`src/rtl/bsa_pkg.sv`:
```
package bsa_pkg;

  // Strobes from the sequencer to the datapath
  typedef struct packed {
    logic load;   // parallel load of operands, seed carry
    logic shift;  // one bit step through the full adder
  } bsaStrobe_t;

endpackage

```
`src/rtl/bsa_ctrl.sv`:
```
module bsa_ctrl
  import bsa_pkg::*;
#(
  parameter int WIDTH = 4
) (
  input  logic       clk,
  input  logic       rstN,
  input  logic       start,
  output bsaStrobe_t strobe,
  output logic       done
);

  localparam int CW = (WIDTH > 1) ? $clog2(WIDTH) : 1;
  localparam logic [CW-1:0] LAST = CW'(WIDTH - 1);

  logic [CW-1:0] bitCnt;
  logic          busy;

  always_comb begin
    strobe.load  = start;
    strobe.shift = busy & ~start;
  end

  always_ff @(posedge clk or negedge rstN) begin
    if (!rstN) begin
      bitCnt <= '0;
      busy   <= 1'b0;
      done   <= 1'b0;
    end else if (start) begin
      bitCnt <= '0;
      busy   <= 1'b1;
      done   <= 1'b0;
    end else if (busy) begin
      bitCnt <= bitCnt + 1'b1;
      if (bitCnt == LAST) begin
        busy <= 1'b0;
        done <= 1'b1;
      end
    end
  end


  start_clears_done_chk: assert property (@(posedge clk) disable iff (!rstN)
    start |=> !done);


  done_after_last_step_chk: assert property (@(posedge clk) disable iff (!rstN)
    (busy && !start && bitCnt == LAST) |=> done);


  no_early_done_chk: assert property (@(posedge clk) disable iff (!rstN)
    (busy && !start && bitCnt != LAST) |=> !done);

endmodule

```
`src/rtl/bsa_fa.sv`:
```
module bsa_fa (
  input  logic x,
  input  logic y,
  input  logic ci,
  output logic s,
  output logic co
);

  always_comb begin
    s  = x ^ y ^ ci;
    co = (x & y) | (x & ci) | (y & ci);
  end

endmodule

```
`src/rtl/bsa_datapath.sv`:
```
module bsa_datapath
  import bsa_pkg::*;
#(
  parameter int WIDTH = 4
) (
  input  logic             clk,
  input  logic             rstN,
  input  bsaStrobe_t       strobe,
  input  logic [WIDTH-1:0] opA,
  input  logic [WIDTH-1:0] opB,
  input  logic             carryIn,
  output logic [WIDTH-1:0] sumReg,
  output logic             carryReg
);

  logic [WIDTH-1:0] aReg;
  logic [WIDTH-1:0] bReg;
  logic             sumBit;
  logic             carryNext;

  bsa_fa u_fa (
    .x  (aReg[0]),
    .y  (bReg[0]),
    .ci (carryReg),
    .s  (sumBit),
    .co (carryNext)
  );

  // Operand registers: parallel in, serial out from bit 0
  always_ff @(posedge clk or negedge rstN) begin
    if (!rstN) begin
      aReg <= '0;
      bReg <= '0;
    end else if (strobe.load) begin
      aReg <= opA;
      bReg <= opB;
    end else if (strobe.shift) begin
      aReg <= {1'b0, aReg[WIDTH-1:1]};
      bReg <= {1'b0, bReg[WIDTH-1:1]};
    end
  end

  // Result register: serial in at the MSB, so the first bit lands at bit 0
  always_ff @(posedge clk or negedge rstN) begin
    if (!rstN) begin
      sumReg <= '0;
    end else if (strobe.shift) begin
      sumReg <= {sumBit, sumReg[WIDTH-1:1]};
    end
  end

  // Carry flop: seeded on load, fed back on every bit step
  always_ff @(posedge clk or negedge rstN) begin
    if (!rstN) begin
      carryReg <= 1'b0;
    end else if (strobe.load) begin
      carryReg <= carryIn;
    end else if (strobe.shift) begin
      carryReg <= carryNext;
    end
  end


  load_operands_chk: assert property (@(posedge clk) disable iff (!rstN)
    strobe.load |=> (aReg == $past(opA) && bReg == $past(opB)));


  seed_carry_chk: assert property (@(posedge clk) disable iff (!rstN)
    strobe.load |=> (carryReg == $past(carryIn)));


  idle_holds_result_chk: assert property (@(posedge clk) disable iff (!rstN)
    (!strobe.load && !strobe.shift) |=> $stable(sumReg));

endmodule

```
`src/rtl/bit_serial_adder.sv`:
```
module bit_serial_adder
  import bsa_pkg::*;
#(
  parameter int WIDTH = 4
) (
  input  logic             clk,
  input  logic             rstN,
  input  logic             start,
  input  logic [WIDTH-1:0] opA,
  input  logic [WIDTH-1:0] opB,
  input  logic             carryIn,
  output logic [WIDTH-1:0] sumOut,
  output logic             carryOut,
  output logic             done
);

  bsaStrobe_t strobe;

  bsa_ctrl #(.WIDTH(WIDTH)) u_ctrl (
    .clk    (clk),
    .rstN   (rstN),
    .start  (start),
    .strobe (strobe),
    .done   (done)
  );

  bsa_datapath #(.WIDTH(WIDTH)) u_dp (
    .clk      (clk),
    .rstN     (rstN),
    .strobe   (strobe),
    .opA      (opA),
    .opB      (opB),
    .carryIn  (carryIn),
    .sumReg   (sumOut),
    .carryReg (carryOut)
  );


  result_hold_chk: assert property (@(posedge clk) disable iff (!rstN)
    (done && !start) |=> ($stable(sumOut) && $stable(carryOut) && done));

endmodule

```
`config.mk`:
```
export PLATFORM = sky130hd
export DESIGN_NAME = bit_serial_adder
export DESIGN_NICKNAME = d
export VERILOG_FILES = /design/src/rtl/bsa_pkg.sv /design/src/rtl/bsa_ctrl.sv /design/src/rtl/bsa_fa.sv /design/src/rtl/bsa_datapath.sv /design/src/rtl/bit_serial_adder.sv
export SDC_FILE = /design/constraint.sdc
export NUM_CORES = 1
export LEC_CHECK = 0
export CAP_MARGIN = 20
export CORE_MARGIN = 2
export CORE_UTILIZATION = 50
export CTS_CLUSTER_DIAMETER = 100
export DETAILED_ROUTE_END_ITERATION = 12
export PLACE_DENSITY = 0.85
export SLEW_MARGIN = 20
export SYNTH_ARGS = -nofsm -noshare
export SYNTH_HDL_FRONTEND = slang
export SYNTH_HIERARCHICAL = 1
export SYNTH_SLANG_ARGS = --single-unit
```
`constraint.sdc`:
```
create_clock -name clk -period 3.7 [get_ports clk]
set_clock_uncertainty 0.15 [all_clocks]
set_input_delay 0.37 -clock clk [delete_from_list [all_inputs] [get_ports clk]]
set_output_delay 0.37 -clock clk [all_outputs]
set_load 0.03 [all_outputs]
```
After elaboration in Yosys (flattened, before gate mapping)
Index checks and enable logic that the tools add are counted.
Word-level totals
  bits in registers: 17
  bits of input ports: 12
  word-level logic and storage cells: 36
Operators by class
  add/sub/neg operators: 1
  eq/ne operators: 1
  muxes and demuxes: 14
  bitwise operators: 9
  reduce and logical (&&, ||, !) cells: 4
Operators with widths (number)
  2-to-1 mux 4 bit: 4
  2-to-1 mux 1 bit: 8
  nonzero test 2 bit: 3
  AND 1 bit: 4
  2-to-1 mux 2 bit: 2
  adder 2 x 1 -> 2 bit (second input constant): 1
  equality test 2 bit (second input constant): 1
  OR 1 bit: 2
  AND reduction 2 bit: 1
  XOR 1 bit: 2
  NOT 1 bit: 1

Depth between registers and ports, before layout
Gate-level depths: netlist of the first run.
  word-level depth: 5
  depth in mapped cells: 5

By module
The synthesis of the first run kept the hierarchy.
Modules (own cells, without submodules)
  bsa_datapath: instances 1, cells each 47, area each 553.0 um^2, seq. area each 325.3 um^2
  bsa_ctrl: instances 1, cells each 15, area each 173.9 um^2, seq. area each 100.1 um^2
  bsa_fa: instances 1, cells each 1, area each 20.0 um^2, seq. area each 0.0 um^2

Worst setup path after synthesis of the first run
Ideal clock, no wire load.
  path kind: reg-to-reg
  start: reg u_dp.carryReg
  end: reg u_dp.sumReg[3]
  library setup time: 125 ps
  arrival: 1228 ps
  required time: 3425 ps
  path slack: 2197 ps
  cell stages (with the launch flop): 3
  buffers on the path: 0
  clock period less this slack: 1503 ps
  cell sequence: dfrtp_1 -> fa_1 -> mux2_2
On the way
  longest elaborated chain between the ends: 1
RTL lines
  start: declaration: line bsa_datapath.sv:13  | output logic carryReg
  start signal: assignment: line bsa_datapath.sv:57  | carryReg <= carryIn;
  start signal: assignment: line bsa_datapath.sv:59  | carryReg <= carryNext;
  XOR 1 bit: line bsa_fa.sv:10  | s = x ^ y ^ ci;
  named net u_dp.sumBit: line bsa_datapath.sv:18  | logic sumBit;
  end signal: assignment: line bsa_datapath.sv:48  | sumReg <= {sumBit, sumReg[WIDTH-1:1]};
  end: declaration: line bsa_datapath.sv:12  | output logic [WIDTH-1:0] sumReg,
The timed path passes the listed nets, and every way through them passes these cells.
A chain may end at the register's enable or synchronous reset.

==> results.cfg, run 1 <==
[worst_setup_path]
path_class = in -> reg
slowest_delay_ns = 0.75
crit_end = u_dp/sumReg[2]$_DFFE_PN0P_
r2r_start = u_ctrl/busy$_DFF_PN0_
crit_family = buffers and inverters
worst_setup_path_start_kind = input pin
cp_cell_sequence = clkdlybuf4s50_1 -> nor2b_1 -> buf_4 -> mux2_2
cp.arrival_ns = 1.96
cp_num_cells = 4
startpoint = start
path_max_fanout = 23
cp_slowest_cell = clkdlybuf4s50_1
reg2reg_to = u_dp/sumReg[2]$_DFFE_PN0P_
critPathCaptureType = flop
cp.required_ns = 3.73
path_buf_inv = 2
r2r_slack_ns = 2.24
worst_r2r_path_depth = 3

[layout]
final_nets = 96
fillCellCount = 108
areaGrowthSynthToFinish_pct = 26.13
drive_gt1_frac = 0.1235
diodes = 0

[clock_tree]
clk_pin_slew_ns = 0.10
clock-sinks = 17
worstSkewPairLatency_ns = 0.29
cts_tree = yes
clock_path_buffers = 2
root_buffer = clkbuf_4
cts-buffers-inserted = 3
cts_setup_buffers = 0
cts.htree.levels = 1
holdBufCountCts = 0
cts_resized = 0

[pwr]
p_seq_frac = 0.472
combPwrFrac = 0.343
powerDensity_nw_per_um2 = 565.2
p_leak_nw = 0.4268
p_int_mw = 0.3550
ir_drop_mv = 0.3056
p_sw_frac = 0.3333
p_switching_mw = 0.1775
clkPwrFrac = 0.185

[floorplanning]
die_y_um = 42.65
die_x_um = 42.65
row_count = 13
io_pins = 18
die-area_um2 = 1819
coreArea_um2 = 1350
initial_utilization = 0.5533

[routing]
finalWirelength_um = 1216
drt_iter0_drc = 8
drt-wirelength-per-cell_um = 12.67
drt_pre_antenna_iters = 2
vias = 494
vias_per_cell = 5.146
ant_nets = 0
drc_errors = 0

[logic_synthesis]
syn-cell-area_um2 = 747.0
synthCells = 63
synth_area_leaders = dfrtp_1 57%, mux2i_1 11%, mux2_2 6.0%
ys_types = 19
ys_seq_area_frac = 0.5695
ys_seq_elements = 17
synth_warnings = 6
yosysTopAreaCellShare = 0.5695
synth_top_area_cell = dfrtp_1
avgSynthCellArea_um2 = 11.86
syn-num-nets = 77

[grt]
grt_max_degree = 24
overflow = 0
grt_pass1_wl_um = 2042
grt.total_usage = 0.1585
grt_pass1_vias = 495
grt_antenna_before_repair = 0

[sta]
slew_violations = 0
period_share = 0.5203
hold_viol_final = 0
final.setup.tns_ns = 0
setup_viol = 0
tightest_slew_ns = 0.7263
rsz0062_at_grt = false
relSlewSlack = 0.5143
min_period_ns = 1.925
max_freq_mhz = 519.5
worst_slack_ns = 1.775

[run_status]
status = finished, final reports clean

[min_path]
hold_path_class = in -> async

[placement]
port_buffers = 17
place.gp.congestion = 0.6774
pre_cts_ws_ns = 1.448
dp_hpwl_um = 889.7

[flow_run]
drv_cap = 0
worst min path at each step:
stage / startpoint / endpoint / depth (start not counted) / slack [ns]
2_1_floorplan: rstN / u_ctrl/bitCnt[0]$_DFFE_PN0P_ / 0 / -0.08
3_3_place_gp: u_ctrl/done$_DFFE_PN0P_ / u_ctrl/done$_DFFE_PN0P_ / 2 / 0.33
3_5_place_dp: u_ctrl/done$_DFFE_PN0P_ / u_ctrl/done$_DFFE_PN0P_ / 2 / 0.33
4_1_cts: u_ctrl/done$_DFFE_PN0P_ / u_ctrl/done$_DFFE_PN0P_ / 2 / 0.35
5_1_grt: rstN / u_dp/sumReg[3]$_DFFE_PN0P_ / 1 / 0.40
6_report: rstN / u_dp/sumReg[2]$_DFFE_PN0P_ / 1 / 0.35
kinds of logic after synthesis:
kind of cell | count (synthesis) | synth area share
fa+ha+maj | 2 | 0.04355
compound gates | 11 | 0.07872
xor+xnor | 1 | 0.01173
simple gates | 15 | 0.08543
buf+inv | 5 | 0.04354
flops | 17 | 0.5695
mux | 12 | 0.1675
per-layer routing:
| layer | vias up | global-route usage | part of all wire |
|---|---|---|---|
| met5 | - | 0 | 0 |
| met4 | 0 | 0.1313 | 0.024 |
| met3 | 4 | 0.03830 | 0.039 |
| met2 | 11 | 0.2364 | 0.49 |
| met1 | 234 | 0.1906 | 0.44 |
| li1 | 245 | - | - |
metrics by stage:
step / power (mW) / hold slack [ns] / instance area (um^2) / std cells / utilization
after floorplan: 0.3611 / -0.07559 / 747.0 / 63 / -
after global routing: 0.5620 / 0.3973 / 942.2 / 96 / 0.6979
after CTS: 0.5406 / 0.3543 / 942.2 / 96 / 0.6979
after detailed placement: 0.4411 / 0.3323 / 914.6 / 92 / 0.6775
after global placement: 0.4307 / 0.3341 / 914.6 / 92 / 0.6775
final: 0.5325 / 0.3485 / 942.2 / 96 / 0.6979
registers in the layout, summed over array words and instances, names as in the netlist:
name / cells
u_dp/aReg: 4
u_dp/carryReg: 1
u_ctrl/bitCnt: 2
u_dp/sumReg: 4
u_dp/bReg: 4
u_ctrl/done: 1
u_ctrl/busy: 1
synthesized netlist by cell type:
master     n
dfrtp_1   17
a21oi_1    1
o21ai_1    7
a21o_2     1
nor2b_1    1
o21ai_0    2
buf_6      1
clkbuf_2   1
nand2b_1   2
ha_1       1
buf_2      1
mux2i_1    8
inv_1      1
buf_4      1
mux2_2     4
nand2_1    9
fa_1       1
xnor2_1    1
nor2_1     3
worst reg2reg max path, stage by stage, from the launching register on:
cell and delay (ns):
dfrtp_1 0.45, nor2b_1 0.15, buf_4 0.24, mux2_2 0.36
cells in the final DEF (no fill, tap or decap):
cell             count
a21oi_1              1
fa_1                 1
nor2b_1              1
mux2i_1              8
o21ai_0              2
o21ai_1              7
nand2_1              9
buf_4                1
ha_1                 1
clkdlybuf4s50_1     17
inv_1                1
xnor2_1              1
nand2b_1             2
clkbuf_4             3
mux2_2               4
nor2_1               3
clkinv_2             1
a21o_2               1
dfrtp_1             17
layout make-up:
| type | instances | area (um^2) | area share |
|---|---|---|---|
| clock buffer | 3 | 22.52 | 0.02390 |
| clock inverter | 1 | 5.005 | 0.005312 |
| inverter | 1 | 3.754 | 0.003984 |
| multi-input combinational | 41 | 289.0 | 0.3068 |
| sequential | 17 | 425.4 | 0.4515 |
| tap | 15 | 18.77 | 0.01992 |
| timing repair buffer | 18 | 177.7 | 0.1886 |
power groups by stage:
stage	registers (mW)	clock network [mW]	logic (mW)
finish	0.251	0.0986	0.183
global route	0.258	0.110	0.194
CTS	0.252	0.103	0.186
detailed placement	0.256	0	0.185
global placement	0.253	0	0.178
floorplan	0.299	0	0.0625
No activity file was read; power rests on OpenSTA's default activity.
==> run 2: changes to the inputs <==
Settings changed: CORE_UTILIZATION 50 to 46, PLACE_DENSITY 0.85 to 0.8.
Clock period 3.7 ns to 1.8 ns, I/O delays scaled along.
==> results.cfg, run 2 (synthesized netlist as in run 1, its figures left out) <==
[run_status]
status = finished, final reports clean

[floorplanning]
die-area_um2 = 1962
io_pins = 18
row_count = 14
coreArea_um2 = 1506
die_x_um = 44.30
die_y_um = 44.30
initial_utilization = 0.4958

[sta]
rsz0062_at_grt = false
final.setup.tns_ns = 0
hold_viol_final = 0
setup_viol = 0
period_share = 0.9430
relSlewSlack = 0.7938
worst_slack_ns = 0.1026
min_period_ns = 1.697
tightest_slew_ns = 0.3083
slew_violations = 0
max_freq_mhz = 589.2
hold-worst-slack_ns = 0.05995

[worst_setup_path]
r2r_slack_ns = 0.38
worst_r2r_path_depth = 2
path_class = reg -> out
cp_cell_sequence = clkdlybuf4s50_1
cp.arrival_ns = 1.37
slowest_delay_ns = 0.69
cp_slowest_cell = clkdlybuf4s50_1
r2r_start = u_dp/bReg[0]$_DFFE_PN0P_
path_max_fanout = 3
cp.required_ns = 1.47
path_buf_inv = 1
critPathCaptureType = output pin
reg2reg_to = u_dp/sumReg[3]$_DFFE_PN0P_
crit_family = buffers and inverters
worst_setup_path_start_kind = flop

[clock_tree]
clk_pin_slew_ns = 0.10
cts_resized = 0
holdBufCountCts = 0
cts-buffers-inserted = 3
root_buffer = clkbuf_4
cts_setup_buffers = 0
clock_path_buffers = 2
cts_tree = yes
cts.htree.levels = 1
clock-sinks = 17
worstSkewPairLatency_ns = 0.28

[routing]
vias = 504
drt_pre_antenna_iters = 4
drt_iter0_drc = 6
finalWirelength_um = 1197
ant_nets = 0
vias_per_cell = 5.040
drt-wirelength-per-cell_um = 11.97
drc_errors = 0

[layout]
instances_no_fill = 100
diodes = 0
final_cell_mix = 17 x clkdlybuf4s50_1, 17 x dfrtp_1, 9 x nand2_1
areaGrowthSynthToFinish_pct = 29.31
final_nets = 99
drive_gt1_frac = 0.1548
final_area_um2 = 965.9
top_regs = u_dp/aReg: 4 flops, u_dp/bReg: 4 flops, u_dp/sumReg: 4 flops
post-route-util = 0.6412

[placement]
dpl_cell_area_um2 = 938.4
pre_cts_ws_ns = 0.2495
place.gp.congestion = 0.7263
dp_hpwl_um = 869.4
port_buffers = 17
place_inst = 96

[pwr]
p_sw_frac = 0.3282
finalPower_mw = 1.094
clkPwrFrac = 0.184
ir_drop_mv = 0.5149
p_switching_mw = 0.3591
p_seq_frac = 0.469
combPwrFrac = 0.347
powerDensity_nw_per_um2 = 1133
p_int_mw = 0.7351
p_leak_nw = 0.4412

[grt]
grt_pass1_wl_um = 2083
overflow = 0
grt_antenna_before_repair = 0
grt_max_degree = 23
grt.total_usage = 0.1474
grt_pass1_vias = 504

[flow_run]
drv_cap = 0

[min_path]
hold_path_class = in -> async
run 2: cell types whose count changed in the layout (fill, tap and decap cells not counted):
cell,change
buf_4,+3
run 2: area by class of cell:
type	instances	area, um^2
inverter	1	3.754
tap	16	20.02
clock buffer	3	22.52
sequential	17	425.4
fill	138	540.5
timing repair buffer	21	200.2
multi-input combinational	41	289.0
clock inverter	1	5.005
run 2: routing by layer:
metal	wire, um	GRT usage
met5	0	0
met4	0	0.07273
met3	46	0.03673
met2	591	0.2382
met1	559	0.1840
run 2: power groups by stage:
| stage | sequential (mW) | clock (mW) | combinational [mW] |
|---|---|---|---|
| 6_report | 0.513 | 0.201 | 0.380 |
| 5_1_grt | 0.527 | 0.229 | 0.405 |
| 2_1_floorplan | 0.614 | 0 | 0.128 |
| 3_3_place_gp | 0.519 | 0 | 0.375 |
| 4_1_cts | 0.516 | 0.210 | 0.386 |
| 3_5_place_dp | 0.523 | 0 | 0.385 |
run 2: how the worst max path moves through the flow:
| stage | startpoint | endpoint | slack [ns] | depth (start not counted) |
|---|---|---|---|---|
| after global placement | start | u_dp/sumReg[3]$_DFFE_PN0P_ | 0.28 | 4 |
| after CTS | u_dp/carryReg$_DFFE_PN0P_ | carryOut | 0.08 | 1 |
| after global routing | u_dp/carryReg$_DFFE_PN0P_ | carryOut | 0.04 | 1 |
| after detailed placement | start | u_dp/sumReg[1]$_DFFE_PN0P_ | 0.25 | 4 |
| final | u_dp/carryReg$_DFFE_PN0P_ | carryOut | 0.10 | 1 |
| after floorplan | u_dp/carryReg$_DFFE_PN0P_ | u_dp/sumReg[3]$_DFFE_PN0P_ | 0.30 | 2 |
